==> src/rtl/flid_pkg.sv <==
// Shared constants and types for the flash identification probe.
// Assumes byte offsets on the bus are at least 16 bits wide.
package flid_pkg;

    // Command bytes understood by the attached flash device
    localparam logic [7:0] CMD_IDENTIFY = 8'h90;
    localparam logic [7:0] CMD_ARRAY    = 8'hFF;

    // Offsets used by the probe
    localparam int unsigned OFS_COMMAND = 32'h0000_8000;
    localparam int unsigned OFS_MFR     = 32'h0000_0000;
    localparam int unsigned OFS_DEV_STD = 32'h0000_0001;
    localparam int unsigned OFS_DEV_ALT = 32'h0000_0002;

    // Manufacturer byte that moves the device byte to the alternate offset
    localparam logic [7:0] MFR_ALT_LAYOUT = 8'hB0;

    // Supported identities
    localparam logic [15:0] ID_SMALL = 16'h89A6;
    localparam logic [15:0] ID_LARGE = 16'hB0D4;

    typedef enum logic [2:0] {
        PS_IDLE    = 3'd0,
        PS_ID_CMD  = 3'd1,
        PS_SETTLE  = 3'd2,
        PS_RD_MFR  = 3'd3,
        PS_RD_DEV  = 3'd4,
        PS_RESTORE = 3'd5
    } probe_state_t;

endpackage

==> src/rtl/flid_bus_port.sv <==
// Single-outstanding bus access engine.
// Accepts a one-cycle request while idle, drives the strobe, address and
// data from registers until ready is seen on a clock edge, then returns a
// one-cycle ack on the following cycle with the read byte captured.
// Assumes the requester does not issue a new request before the ack.
module flid_bus_port #(
    parameter int ADDR_W = 22
) (
    input  logic              clk,
    input  logic              rst_n,
    input  logic              req_i,
    input  logic              req_wr_i,
    input  logic [ADDR_W-1:0] req_addr_i,
    input  logic [7:0]        req_wdata_i,
    output logic              ack_o,
    output logic [7:0]        rdata_o,
    output logic              bus_wr_o,
    output logic              bus_rd_o,
    output logic [ADDR_W-1:0] bus_addr_o,
    output logic [7:0]        bus_wdata_o,
    input  logic [7:0]        bus_rdata_i,
    input  logic              bus_rdy_i
);

    logic wr_q, rd_q, ack_q;
    logic [ADDR_W-1:0] addr_q;
    logic [7:0] wdata_q, rdata_q;
    logic active;

    assign active = wr_q | rd_q;

    // Launch an access, hold it through wait states, retire it on ready
    always_ff @(posedge clk) begin
        if (!rst_n) begin
            wr_q    <= 1'b0;
            rd_q    <= 1'b0;
            ack_q   <= 1'b0;
            addr_q  <= '0;
            wdata_q <= '0;
            rdata_q <= '0;
        end else begin
            ack_q <= 1'b0;
            if (!active && req_i) begin
                wr_q    <= req_wr_i;
                rd_q    <= !req_wr_i;
                addr_q  <= req_addr_i;
                wdata_q <= req_wr_i ? req_wdata_i : 8'h00;
            end else if (active && bus_rdy_i) begin
                wr_q  <= 1'b0;
                rd_q  <= 1'b0;
                ack_q <= 1'b1;
                if (rd_q) begin
                    rdata_q <= bus_rdata_i;
                end
            end
        end
    end

    assign ack_o       = ack_q;
    assign rdata_o     = rdata_q;
    assign bus_wr_o    = wr_q;
    assign bus_rd_o    = rd_q;
    assign bus_addr_o  = addr_q;
    assign bus_wdata_o = wdata_q;

endmodule

==> src/rtl/flid_settle_timer.sv <==
// Settle delay counter.
// Counts clock cycles while run_i is held and flags the last one, so the
// settle phase lasts exactly SETTLE_CYC cycles. Clears whenever run_i drops.
// Assumes SETTLE_CYC is at least 1.
module flid_settle_timer #(
    parameter int SETTLE_CYC = 3000
) (
    input  logic clk,
    input  logic rst_n,
    input  logic run_i,
    output logic expired_o
);

    localparam int CNT_W = (SETTLE_CYC > 1) ? $clog2(SETTLE_CYC) : 1;
    localparam logic [CNT_W-1:0] LAST = CNT_W'(SETTLE_CYC - 1);

    logic [CNT_W-1:0] cnt_q;

    // Advance while running, restart from zero otherwise
    always_ff @(posedge clk) begin
        if (!rst_n) begin
            cnt_q <= '0;
        end else if (!run_i || expired_o) begin
            cnt_q <= '0;
        end else begin
            cnt_q <= cnt_q + 1'b1;
        end
    end

    assign expired_o = run_i && (cnt_q == LAST);

endmodule

==> src/rtl/flid_id_decode.sv <==
// Identity decoder.
// From the manufacturer byte it chooses where the device byte lives. From
// both bytes it forms the 16-bit ID and classifies it against the supported
// devices. Purely combinational.
module flid_id_decode
    import flid_pkg::*;
#(
    parameter int ADDR_W = 22
) (
    input  logic [7:0]        mfr_i,
    input  logic [7:0]        dev_i,
    output logic [ADDR_W-1:0] dev_addr_o,
    output logic [15:0]       id_o,
    output logic              supported_o,
    output logic              large_o
);

    // Device byte location depends on the manufacturer layout
    always_comb begin
        if (mfr_i == MFR_ALT_LAYOUT) begin
            dev_addr_o = ADDR_W'(OFS_DEV_ALT);
        end else begin
            dev_addr_o = ADDR_W'(OFS_DEV_STD);
        end
    end

    assign id_o = {mfr_i, dev_i};

    // Match against the two known identities
    always_comb begin
        supported_o = 1'b0;
        large_o     = 1'b0;
        if (id_o == ID_SMALL) begin
            supported_o = 1'b1;
        end else if (id_o == ID_LARGE) begin
            supported_o = 1'b1;
            large_o     = 1'b1;
        end
    end

endmodule

==> src/rtl/flash_id_probe.sv <==
// Flash identification probe sequencer (top).
// Sequence: identify command, settle wait, manufacturer read, device read at
// a layout-dependent offset, array-read restore, then a done pulse with the
// classified ID. Runs once after reset if AUTO_START is set, and on start_i
// while idle. Assumes the bus completes every access eventually.
module flash_id_probe
    import flid_pkg::*;
#(
    parameter int ADDR_W     = 22,
    parameter int SETTLE_CYC = 3000,
    parameter bit AUTO_START = 1'b1
) (
    input  logic              clk,
    input  logic              rst_n,
    input  logic              start_i,
    output logic [ADDR_W-1:0] bus_addr_o,
    output logic [7:0]        bus_wdata_o,
    input  logic [7:0]        bus_rdata_i,
    output logic              bus_wr_o,
    output logic              bus_rd_o,
    input  logic              bus_rdy_i,
    output logic              busy_o,
    output logic              done_o,
    output logic              id_valid_o,
    output logic              cap_large_o,
    output logic [15:0]       id_o
);

    localparam logic [ADDR_W-1:0] ADDR_CMD = ADDR_W'(OFS_COMMAND);
    localparam logic [ADDR_W-1:0] ADDR_MFR = ADDR_W'(OFS_MFR);

    probe_state_t state_q;
    logic issued_q, auto_q;
    logic [7:0] mfr_q, dev_q;
    logic done_q, valid_q, large_q;
    logic [15:0] id_q;

    logic access, req, req_wr, ack, expired;
    logic [ADDR_W-1:0] req_addr, dev_addr;
    logic [7:0] req_wdata, rdata;
    logic [15:0] dec_id;
    logic dec_supported, dec_large;

    // Decide which access, if any, the current step needs
    always_comb begin
        access    = 1'b0;
        req_wr    = 1'b0;
        req_addr  = ADDR_CMD;
        req_wdata = 8'h00;
        unique case (state_q)
            PS_ID_CMD: begin
                access    = 1'b1;
                req_wr    = 1'b1;
                req_wdata = CMD_IDENTIFY;
            end
            PS_RD_MFR: begin
                access   = 1'b1;
                req_addr = ADDR_MFR;
            end
            PS_RD_DEV: begin
                access   = 1'b1;
                req_addr = dev_addr;
            end
            PS_RESTORE: begin
                access    = 1'b1;
                req_wr    = 1'b1;
                req_wdata = CMD_ARRAY;
            end
            default: access = 1'b0;
        endcase
    end

    assign req = access && !issued_q;

    flid_bus_port #(.ADDR_W(ADDR_W)) u_port (
        .clk         (clk),
        .rst_n       (rst_n),
        .req_i       (req),
        .req_wr_i    (req_wr),
        .req_addr_i  (req_addr),
        .req_wdata_i (req_wdata),
        .ack_o       (ack),
        .rdata_o     (rdata),
        .bus_wr_o    (bus_wr_o),
        .bus_rd_o    (bus_rd_o),
        .bus_addr_o  (bus_addr_o),
        .bus_wdata_o (bus_wdata_o),
        .bus_rdata_i (bus_rdata_i),
        .bus_rdy_i   (bus_rdy_i)
    );

    flid_settle_timer #(.SETTLE_CYC(SETTLE_CYC)) u_timer (
        .clk       (clk),
        .rst_n     (rst_n),
        .run_i     (state_q == PS_SETTLE),
        .expired_o (expired)
    );

    flid_id_decode #(.ADDR_W(ADDR_W)) u_decode (
        .mfr_i       (mfr_q),
        .dev_i       (dev_q),
        .dev_addr_o  (dev_addr),
        .id_o        (dec_id),
        .supported_o (dec_supported),
        .large_o     (dec_large)
    );

    // Remember that the current step's access has been handed to the port
    always_ff @(posedge clk) begin
        if (!rst_n) begin
            issued_q <= 1'b0;
        end else if (ack) begin
            issued_q <= 1'b0;
        end else if (req) begin
            issued_q <= 1'b1;
        end
    end

    // Step through the probe and publish the result
    always_ff @(posedge clk) begin
        if (!rst_n) begin
            state_q <= PS_IDLE;
            auto_q  <= AUTO_START;
            mfr_q   <= '0;
            dev_q   <= '0;
            done_q  <= 1'b0;
            valid_q <= 1'b0;
            large_q <= 1'b0;
            id_q    <= '0;
        end else begin
            done_q <= 1'b0;
            unique case (state_q)
                PS_IDLE: begin
                    if (start_i || auto_q) begin
                        state_q <= PS_ID_CMD;
                        auto_q  <= 1'b0;
                    end
                end
                PS_ID_CMD: begin
                    if (ack) state_q <= PS_SETTLE;
                end
                PS_SETTLE: begin
                    if (expired) state_q <= PS_RD_MFR;
                end
                PS_RD_MFR: begin
                    if (ack) begin
                        mfr_q   <= rdata;
                        state_q <= PS_RD_DEV;
                    end
                end
                PS_RD_DEV: begin
                    if (ack) begin
                        dev_q   <= rdata;
                        state_q <= PS_RESTORE;
                    end
                end
                PS_RESTORE: begin
                    if (ack) begin
                        done_q  <= 1'b1;
                        id_q    <= dec_id;
                        valid_q <= dec_supported;
                        large_q <= dec_large;
                        state_q <= PS_IDLE;
                    end
                end
                default: state_q <= PS_IDLE;
            endcase
        end
    end

    assign busy_o      = (state_q != PS_IDLE);
    assign done_o      = done_q;
    assign id_valid_o  = valid_q;
    assign cap_large_o = large_q;
    assign id_o        = id_q;

endmodule

==> config.mk <==
export PLATFORM = sky130hd
export DESIGN_NAME = flash_id_probe
export DESIGN_NICKNAME = d
export VERILOG_FILES = /design/src/rtl/flid_pkg.sv /design/src/rtl/flid_bus_port.sv /design/src/rtl/flid_settle_timer.sv /design/src/rtl/flid_id_decode.sv /design/src/rtl/flash_id_probe.sv
export SDC_FILE = /design/constraint.sdc
export NUM_CORES = 1
export LEC_CHECK = 0
export BUFFER_PORTS_ARGS = -buffer_cell sky130_fd_sc_hd__clkbuf_2
export CAP_MARGIN = 15
export CORE_ASPECT_RATIO = 1.2
export CORE_MARGIN = 10
export CORE_UTILIZATION = 40
export CTS_BUF_LIST = sky130_fd_sc_hd__clkbuf_2
export DETAILED_ROUTE_END_ITERATION = 10
export GPL_TIMING_DRIVEN = 0
export PLACE_DENSITY = 0.59
export REMOVE_ABC_BUFFERS = 1
export SYNTH_ARGS = -nofsm -noshare
export SYNTH_HDL_FRONTEND = slang
export SYNTH_SLANG_ARGS = --single-unit
==> constraint.sdc <==
create_clock -name clk -period 2.1 [get_ports clk]
set_clock_uncertainty 0.05 [all_clocks]
set_input_delay 0.21 -clock clk [delete_from_list [all_inputs] [get_ports clk]]
set_output_delay 0.21 -clock clk [all_outputs]
set_load 0.1 [all_outputs]
==> run_results.csv, run 1 <==
group,metric,value,unit
global_routing,antenna_found_initial,0,
global_routing,grt_max_degree,61,
cells_and_area,drive_gt1_frac,0.187,
synthesis,yosysTopAreaCell,"dfxtp_1",
clocking,cts_buffers,9,
pwr,power_leakage,1.21,nW
synthesis,synth_ff_type,"dfxtp_1",
worst_setup_path,path_cells,"clkbuf_2",
worst_setup_path,crit_path_start_kind,"register",
clocking,cts_buffer_depth,2,
worst_setup_path,cp_slowest_cell,"dfxtp_1",
worst_setup_path,critPathRequiredTime,1.84,ns
synthesis,yosysSeqAreaShare,0.453,
pwr,p_clk_frac,0.262,
timing,whs,0.0779,ns
floorplanning,initial_core_util,0.413,
timing,worst_pin_slew,0.955,ns
cells_and_area,design_area,3310,um^2
timing,relSlewSlack,0.363,
clocking,cts_tree,"built",
floorplanning,die_x,99.1,um
floorplanning,die_area,11400,um^2
place,place_congestion,0.783,
global_routing,grt_pass1_vias,2273,
routing,drt_iter0_drc,101,
global_routing,grt_remaining_overflow,0,
timing,final-setup-viol-count,0,
routing,finalWirelength,6760,um
worst_setup_path,critPathBufInv,1,
cells_and_area,nets,388,
synthesis,synth_edf_count,0,
cells_and_area,layout-area-overhead-vs-synth,10.1,%
cells_and_area,fin_util,0.455,
clocking,path_clk_slew,0.17,ns
floorplanning,die_height,115,um
synthesis,yosysWarnings,0,
floorplanning,core_region_area,7270,um^2
pwr,p_comb_frac,0.157,
cells_and_area,n_fill_cell,754,
pwr,sequentialPowerShare,0.581,
run,max_cap_violations,0,
timing,fmax,519,MHz
worst_setup_path,cp.arrival,1.67,ns
cells_and_area,diodes,0,
routing,route.antenna.remaining_nets,0,
timing,drv_slew,0,
floorplanning,pin_count,64,
global_routing,grt_pass1_wl,11100,um
timing,post-route-period-util,0.917,
synthesis,synth_top_area_frac,0.453,
worst_setup_path,critPathKind,"register to primary output",
place,io_buffers,44,
worst_setup_path,slowest_delay,0.64,ns
worst_setup_path,worstPathMaxFanout,14,
timing,hold_violations,0,
routing,vias,2352,
pwr,p_switching,764,uW
place,post-dp-hpwl,4660,um
place,dpl-instance-area,3140,um^2
hold_path,min_path_type,"input pin to register",
routing,drtPass1Iterations,6,
cells_and_area,layout_common_cells,"66 x nand2_1, 65 x dfxtp_1, 56 x clkbuf_2",
clocking,worstSkewPairLatency,0.48,ns
synthesis,synthCells,336,
timing,fin_crit,1.93,ns
global_routing,gr-usage-all-layers,0.118,
cells_and_area,final_common_cell,"nand2_1",
clocking,htree_num_levels,3,
synthesis,synth_cell_types,47,
worst_setup_path,cp_top_family,"flip-flops",
synthesis,synth_area,3000,um^2
pwr,intPower,1.54,mW
cells_and_area,final_cell_count_no_fill,470,
synthesis,yosys_register_bits,68,
synthesis,synth.avg_cell_area,8.94,um^2
synthesis,async_flop_share,0,
status,status,"finished, final reports clean",
clocking,cts_root_buf,"clkbuf_2",
pwr,switching_share,0.331,
clocking,cts_sinks,68,
routing,post_drt_wl_per_cell,14.4,um
floorplanning,row_count,34,
pwr,ir_drop,0.367,mV
worst_setup_path,endpoint_kind,"primary output",
timing,rsz0062_at_grt,"no",
synthesis,synthTopCellsByArea,"dfxtp_1 45%, a21boi_0 9.2%, nand2_1 8.2%",
pwr,p_per_area,698,nW/um^2
routing,drc,0,
routing,viasPerCell,5.00,
place,place_inst,445,
per-stage QoR:
step	setup TNS (ns)	worst slack (ns)	power (mW)
6_report	0	0.173	2.31
4_1_cts	0	0.118	2.33
3_3_place_gp	-6.23	-0.756	1.71
3_5_place_dp	-0.209	-0.209	1.72
2_1_floorplan	-17.94	-2.71	1.65
5_1_grt	0	0.0596	2.43
logic make-up (layout without fill, tap and decap cells):
family                   count (synthesis)  after routing  share of synthesized area
XOR/XNOR                                 4              4                     0.0117
AND/OR/NAND/NOR                        141            141                      0.246
multiplexers                             8              8                     0.0267
AO/OA/AOI/OAI                           67             67                      0.160
flip-flops                              68             68                      0.453
adder cells (fa/ha/maj)                  1              1                    0.00416
buffers and inverters                   46             72                     0.0966
other                                    1             19                    0.00125
synthesized netlist by cell type, types with 2 or more instances:
cell,n
o31ai_1,8
buf_2,2
nand4b_1,2
xor2_1,2
nor2_1,6
a21boi_0,37
nor4b_1,2
or4_1,3
buf_4,26
nor3b_1,2
o311ai_0,2
nand4_1,4
nor2b_1,10
and4b_1,3
mux2i_1,8
a21oi_1,9
nand2_1,66
or3_1,7
and2_1,3
nand3_1,18
inv_1,2
buf_1,2
nor4bb_1,5
clkbuf_1,12
o21ai_0,5
dfxtp_1,68
xnor2_1,2
state kept, by name, indices dropped and copies added, names as in the netlist:
name,count
u_port.rdata_o,8
auto_q,1
u_port.ack_o,1
id_valid_o,1
u_port.bus_rd_o,1
dev_q,8
id_o,16
mfr_q,8
issued_q,1
u_timer.cnt_q,12
u_port.bus_addr_o,3
cap_large_o,1
u_port.bus_wr_o,1
u_port.bus_wdata_o,2
done_o,1
state_q,3
layer usage:
| layer | GRT usage | vias to the layer above | share of wire |
|---|---|---|---|
| li1 | - | 1208 | - |
| met1 | 0.128 | 1086 | 0.41 |
| met2 | 0.203 | 49 | 0.51 |
| met3 | 0.0456 | 9 | 0.071 |
| met4 | 0.0488 | 0 | 0.013 |
| met5 | 0 | - | 0 |
path summary, 6_finish.rpt:
path                    start  cells past startpoint                to  slack [ns]
max           u_port.bus_rd_o                      1          bus_rd_o        0.17
min                 bus_rdy_i                      2      u_port.ack_o        0.08
max reg2reg  u_timer.cnt_q[3]                      3  u_timer.cnt_q[3]        0.26
min reg2reg            auto_q                      2            auto_q        0.40
power by group through the flow:
stage | sequential [mW] | clock, mW | combinational, mW
finish | 1.34 | 0.606 | 0.362
global route | 1.35 | 0.703 | 0.380
CTS | 1.34 | 0.627 | 0.362
detailed placement | 1.37 | 0 | 0.349
global placement | 1.37 | 0 | 0.348
floorplan | 1.43 | 0 | 0.221
timing repair:
item,4_1_cts,5_1_grt
pin swaps,1,0
hold endpoints to repair,8,0
resized for setup,1,3
buffers inserted,1,0
gates cloned,0,0
hold buffers,8,0
setup endpoints to repair,2,6
layout make-up:
type,instances,area (um^2),area share
repair buffers,54,318,0.0961
flip-flops and latches,68,1370,0.413
inverters,2,7.51,0.00227
clock inverters,3,13.8,0.00416
multi-input cells,240,1430,0.431
clock buffers,13,65.1,0.0197
well taps,90,113,0.0340
Note: power is estimated with default switching activity, not from simulation.
==> inputs of run 2 (changes only) <==
--- a/config.mk
+++ b/config.mk
@@ -7,7 +7,7 @@
 export LEC_CHECK = 0
 export BUFFER_PORTS_ARGS = -buffer_cell sky130_fd_sc_hd__clkbuf_2
 export CAP_MARGIN = 15
-export CORE_ASPECT_RATIO = 1.2
+export CORE_ASPECT_RATIO = 0.6
 export CORE_MARGIN = 10
 export CORE_UTILIZATION = 40
 export CTS_BUF_LIST = sky130_fd_sc_hd__clkbuf_2
==> run 2 against run 1 <==
  * Flip-flop and latch count is the same
  * Die area grew 0.87%
  * Core utilization grew 1.0 points
  * Highest routed layer unchanged
==> run_results.csv, run 2 (synthesized netlist as in run 1, its figures left out) <==
group,metric,value,unit
global_routing,grt_pass1_vias,2251,
routing,viasPerCell,4.86,
cells_and_area,layout-area-overhead-vs-synth,12.5,%
run,max_cap_violations,0,
clocking,cts_buffers,9,
clocking,cts_root_buf,"clkbuf_2",
worst_setup_path,critPathRequiredTime,1.84,ns
pwr,switching_share,0.327,
clocking,worstSkewPairLatency,0.50,ns
hold_path,hold_depth,4,
timing,worst_pin_slew,0.981,ns
cells_and_area,largest_reg_flops,16,
timing,hold_violations,0,
global_routing,antenna_found_initial,0,
cells_and_area,layout_common_cells,"66 x nand2_1, 66 x dfxtp_1, 52 x clkbuf_2",
timing,drv_slew,0,
floorplanning,pin_count,64,
clocking,cts_buffer_depth,2,
hold_path,min_path_type,"input pin to register",
worst_setup_path,critPathKind,"register to primary output",
timing,fmax,505,MHz
worst_setup_path,endpoint_kind,"primary output",
place,post-dp-hpwl,5000,um
floorplanning,die_height,87.1,um
pwr,sequentialPowerShare,0.548,
timing,fin_crit,1.98,ns
place,io_buffers,44,
worst_setup_path,worstPathMaxFanout,14,
routing,drtPass1Iterations,6,
cells_and_area,diodes,0,
clocking,cts_sinks,68,
pwr,ir_drop,0.384,mV
cells_and_area,final_cell_count_no_fill,486,
pwr,intPower,1.64,mW
routing,post_drt_wl_per_cell,14.1,um
global_routing,grt_max_degree,61,
routing,finalWirelength,6870,um
pwr,power_leakage,1.22,nW
worst_setup_path,cp.arrival,1.72,ns
timing,rsz0062_at_grt,"no",
clocking,cts_tree,"built",
floorplanning,die_area,11500,um^2
floorplanning,row_count,24,
pwr,p_clk_frac,0.302,
routing,drc,0,
routing,vias,2360,
routing,drt_iter0_drc,169,
worst_setup_path,rr_worst_depth,3,
worst_setup_path,crit_path_start_kind,"register",
floorplanning,die_x,132,um
global_routing,grt_pass1_wl,11700,um
floorplanning,initial_core_util,0.413,
routing,route.antenna.remaining_nets,0,
place,place_inst,459,
status,status,"finished, final reports clean",
pwr,p_comb_frac,0.150,
place,place_congestion,0.740,
pwr,p_per_area,723,nW/um^2
timing,final-setup-viol-count,0,
global_routing,grt_remaining_overflow,0,
cells_and_area,nets,390,
cells_and_area,drive_gt1_frac,0.183,
clocking,htree_num_levels,3,
timing,post-route-period-util,0.943,
cells_and_area,fin_util,0.465,
global_routing,gr-usage-all-layers,0.125,
clocking,path_clk_slew,0.17,ns
pwr,p_switching,800,uW
floorplanning,core_region_area,7270,um^2
timing,relSlewSlack,0.346,
## run 2: changes by cell type in the layout (fill, tap and decap cells not counted), sizes merged
| cell | delta |
|---|---|
| clkinvlp | +2 |
| dlygate4sd3 | +2 |
| clkbuf | -4 |
| clkinv | +1 |
| bufinv | +1 |
## run 2: per-stage QoR
step,cell area (um^2),TNS (ns),total power [mW],setup slack (ns),hold WS [ns]
2_1_floorplan,2790,-17.94,1.65,-2.71,0.222
3_3_place_gp,3140,-5.29,1.71,-0.654,0.377
3_5_place_dp,3150,-0.130,1.71,-0.130,0.389
4_1_cts,3380,0,2.47,0.0738,0.195
5_1_grt,3380,0,2.56,0.0197,0.213
6_report,3380,0,2.44,0.121,0.217
## run 2: final timing paths
check,start,to,slack [ns]
setup reg to reg,u_timer.cnt_q[3],u_timer.cnt_q[9],0.17
hold reg to reg,u_timer.cnt_q[0],u_timer.cnt_q[0],0.41
hold / removal,start_i,state_q[0],0.22
setup / recovery,state_q[0],busy_o,0.12
## run 2: layer usage
layer	vias to the layer above	GRT usage	share of wire	wire length, um
li1	1214	-	-	-
met1	1074	0.174	0.54	3680
met2	68	0.163	0.38	2590
met3	4	0.0576	0.077	531
met4	0	0.0422	0.0080	55
met5	-	0	0	0
## run 2: layout make-up
| cell class | count | area [um^2] |
|---|---|---|
| clock buffers | 9 | 45.0 |
| clock inverters | 7 | 67.6 |
| fillers | 748 | 3890 |
| inverters | 2 | 7.51 |
| multi-input cells | 240 | 1430 |
| flip-flops and latches | 68 | 1360 |
| well taps | 104 | 130 |
| repair buffers | 56 | 338 |
## run 2: worst max-delay path, stage by stage, from the launching register on
cell and delay, ns:
dfxtp_1 0.47, or3_1 0.45, clkbuf_4 0.30
## run 2: power by group through the flow
stage,logic (mW),registers [mW],clock network [mW]
finish,0.365,1.34,0.739
global route,0.383,1.35,0.831
CTS,0.364,1.34,0.765
detailed placement,0.349,1.37,0
global placement,0.347,1.36,0
floorplan,0.221,1.43,0
## run 2: timing repair
| item | 4_1_cts | 5_1_grt |
|---|---|---|
| setup buffers | 1 | 0 |
| setup endpoints to repair | 2 | 3 |
| pin swaps | 1 | 0 |
| hold endpoints to repair | 9 | 0 |
| hold buffers | 10 | 0 |
| resized for setup | 1 | 2 |
| cloned | 0 | 0 |
==> inputs of run 3 (changes only) <==
--- a/config.mk
+++ b/config.mk
@@ -7,13 +7,15 @@
 export LEC_CHECK = 0
 export BUFFER_PORTS_ARGS = -buffer_cell sky130_fd_sc_hd__clkbuf_2
 export CAP_MARGIN = 15
+export CELL_PAD_IN_SITES_DETAIL_PLACEMENT = 0
+export CELL_PAD_IN_SITES_GLOBAL_PLACEMENT = 1
 export CORE_ASPECT_RATIO = 0.6
 export CORE_MARGIN = 10
-export CORE_UTILIZATION = 40
+export CORE_UTILIZATION = 42
 export CTS_BUF_LIST = sky130_fd_sc_hd__clkbuf_2
 export DETAILED_ROUTE_END_ITERATION = 10
 export GPL_TIMING_DRIVEN = 0
-export PLACE_DENSITY = 0.59
+export PLACE_DENSITY = 0.79
 export REMOVE_ABC_BUFFERS = 1
 export SYNTH_ARGS = -nofsm -noshare
 export SYNTH_HDL_FRONTEND = slang
==> run 3 against run 2 <==
  * Non-clock buffer count grew 1
  * Largest cell class unchanged
  * Fmax grew 0.71%
  * Final area shrank 1.8%
  * Setup slack gained 0.014 ns
  * Sequential share of layout area grew 0.77 points
  * Via count shrank 0.17%
==> run_results.csv, run 3 (synthesized netlist as in run 1, its figures left out) <==
group,metric,value,unit
status,status,"finished, final reports clean",
place,post-dp-hpwl,4940,um
timing,worst_pin_slew,0.965,ns
worst_setup_path,endpoint_kind,"primary output",
worst_setup_path,worstPathMaxFanout,14,
routing,post_drt_wl_per_cell,14.9,um
clocking,cts_root_buf,"clkbuf_2",
worst_setup_path,path_cells,"clkbuf_2",
clocking,cts_buffer_depth,2,
cells_and_area,drive_gt1_frac,0.187,
place,place_congestion,0.766,
pwr,power_leakage,1.22,nW
floorplanning,core_region_area,6820,um^2
cells_and_area,design_area,3320,um^2
cells_and_area,layout_common_cells,"66 x nand2_1, 65 x dfxtp_1, 56 x clkbuf_2",
worst_setup_path,cp_slowest_cell,"dfxtp_1",
cells_and_area,final_common_cell,"nand2_1",
cells_and_area,n_fill_cell,693,
routing,drtPass1Iterations,4,
global_routing,grt_max_degree,61,
worst_setup_path,cp_num_cells,1,
worst_setup_path,critPathKind,"register to primary output",
cells_and_area,layout-area-overhead-vs-synth,10.5,%
cells_and_area,fin_util,0.487,
pwr,finalPower,2.28,mW
hold_path,hold_depth,4,
cells_and_area,nets,391,
global_routing,grt_pass1_vias,2243,
clocking,path_clk_slew,0.16,ns
place,place_inst,442,
worst_setup_path,rr_worst_depth,4,
pwr,p_per_area,687,nW/um^2
floorplanning,die_height,85.5,um
timing,whs,0.166,ns
clocking,worstSkewPairLatency,0.51,ns
clocking,cts_buffers,9,
cells_and_area,final_cell_count_no_fill,468,
floorplanning,die_area,11000,um^2
pwr,ir_drop,0.435,mV
clocking,cts_sinks,68,
worst_setup_path,cp_top_family,"flip-flops",
timing,rsz0062_at_grt,"no",
place,dpl-instance-area,3130,um^2
routing,vias,2356,
run,max_cap_violations,0,
hold_path,hold_end,"state_q[0]",
routing,drc,0,
timing,relSlewSlack,0.357,
global_routing,gr-usage-all-layers,0.130,
floorplanning,row_count,23,
routing,drt_iter0_drc,183,
hold_path,min_path_type,"input pin to register",
timing,post-route-period-util,0.936,
worst_setup_path,ff2ff_setup_slack,0.14,ns
hold_path,min_from,"start_i",
clocking,cts_tree,"built",
cells_and_area,largest_reg_flops,16,
timing,fmax,509,MHz
routing,viasPerCell,5.03,
routing,route.antenna.remaining_nets,0,
worst_setup_path,slowest_delay,0.65,ns
worst_setup_path,r2r_start,"state_q[2]",
clocking,htree_num_levels,3,
worst_setup_path,critPathBufInv,1,
worst_setup_path,cp.arrival,1.71,ns
timing,final-setup-viol-count,0,
global_routing,antenna_found_initial,0,
routing,finalWirelength,6970,um
worst_setup_path,crit_path_start_kind,"register",
timing,hold_violations,0,
worst_setup_path,worstReg2RegEnd,"dev_q[3]",
global_routing,grt_remaining_overflow,0,
floorplanning,pin_count,64,
timing,drv_slew,0,
place,io_buffers,44,
worst_setup_path,critPathRequiredTime,1.84,ns
floorplanning,initial_core_util,0.440,
global_routing,grt_pass1_wl,11500,um
floorplanning,die_x,129,um
timing,fin_crit,1.97,ns
## run 3: cell types whose count changed in the layout (fill, tap and decap cells not counted)
cell / previous run / this run
buf_4: 2 / 4
bufinv_16: 1 / 0
clkbuf_2: 52 / 56
clkinv_1: 1 / 0
clkinv_2: 2 / 0
clkinv_4: 1 / 0
clkinvlp_4: 2 / 0
dfxtp_1: 66 / 65
dfxtp_2: 2 / 3
diode_2: 0 / 1
dlygate4sd3_1: 10 / 9
## run 3: report_power, final
part | leakage [nW] | internal (mW) | switching [mW]
Combinational | 0.612 | 0.0632 | 0.302
Clock | 0.0540 | 0.158 | 0.416
Sequential | 0.551 | 1.31 | 0.0279
Total | 1.22 | 1.53 | 0.746
## run 3: final cells by class
class / count / area (um^2) / area share
timing repair buffer: 57 / 343 / 0.103
multi-input combinational: 240 / 1430 / 0.430
sequential: 68 / 1370 / 0.411
clock buffer: 13 / 65.1 / 0.0196
tap: 87 / 109 / 0.0328
inverter: 2 / 7.51 / 0.00226
antenna: 1 / 2.50 / 0.000754
## run 3: through the flow
stage	setup TNS [ns]	worst slack (ns)
2_1_floorplan	-17.94	-2.71
3_3_place_gp	-5.72	-0.704
3_5_place_dp	-0.117	-0.117
4_1_cts	0	0.0102
5_1_grt	0	0.0100
6_report	0	0.135
## run 3: repair_timing
| item | 4_1_cts | 5_1_grt |
|---|---|---|
| gates resized for setup | 3 | 1 |
| buffers inserted | 0 | 3 |
| hold buffers | 9 | 0 |
| pin swaps | 2 | 0 |
| hold endpoints to repair | 9 | 0 |
| setup endpoints to repair | 6 | 2 |
## run 3: metal layers
layer	wire length, um	global-route usage
met1	3570	0.182
met2	2690	0.172
met3	650	0.0590
met4	62	0.0339
met5	0	0
## run 3: worst max-delay path by stage
stage / startpoint / end / slack, ns
finish: u_port.bus_rd_o / bus_rd_o / 0.13
global route: u_port.bus_rd_o / bus_rd_o / 0.01
CTS: state_q[1] / busy_o / 0.01
detailed placement: state_q[2] / cap_large_o / -0.12
global placement: state_q[2] / dev_q[3] / -0.70
floorplan: u_port.bus_wdata_o[6] / u_port.bus_wdata_o[6] / -2.71
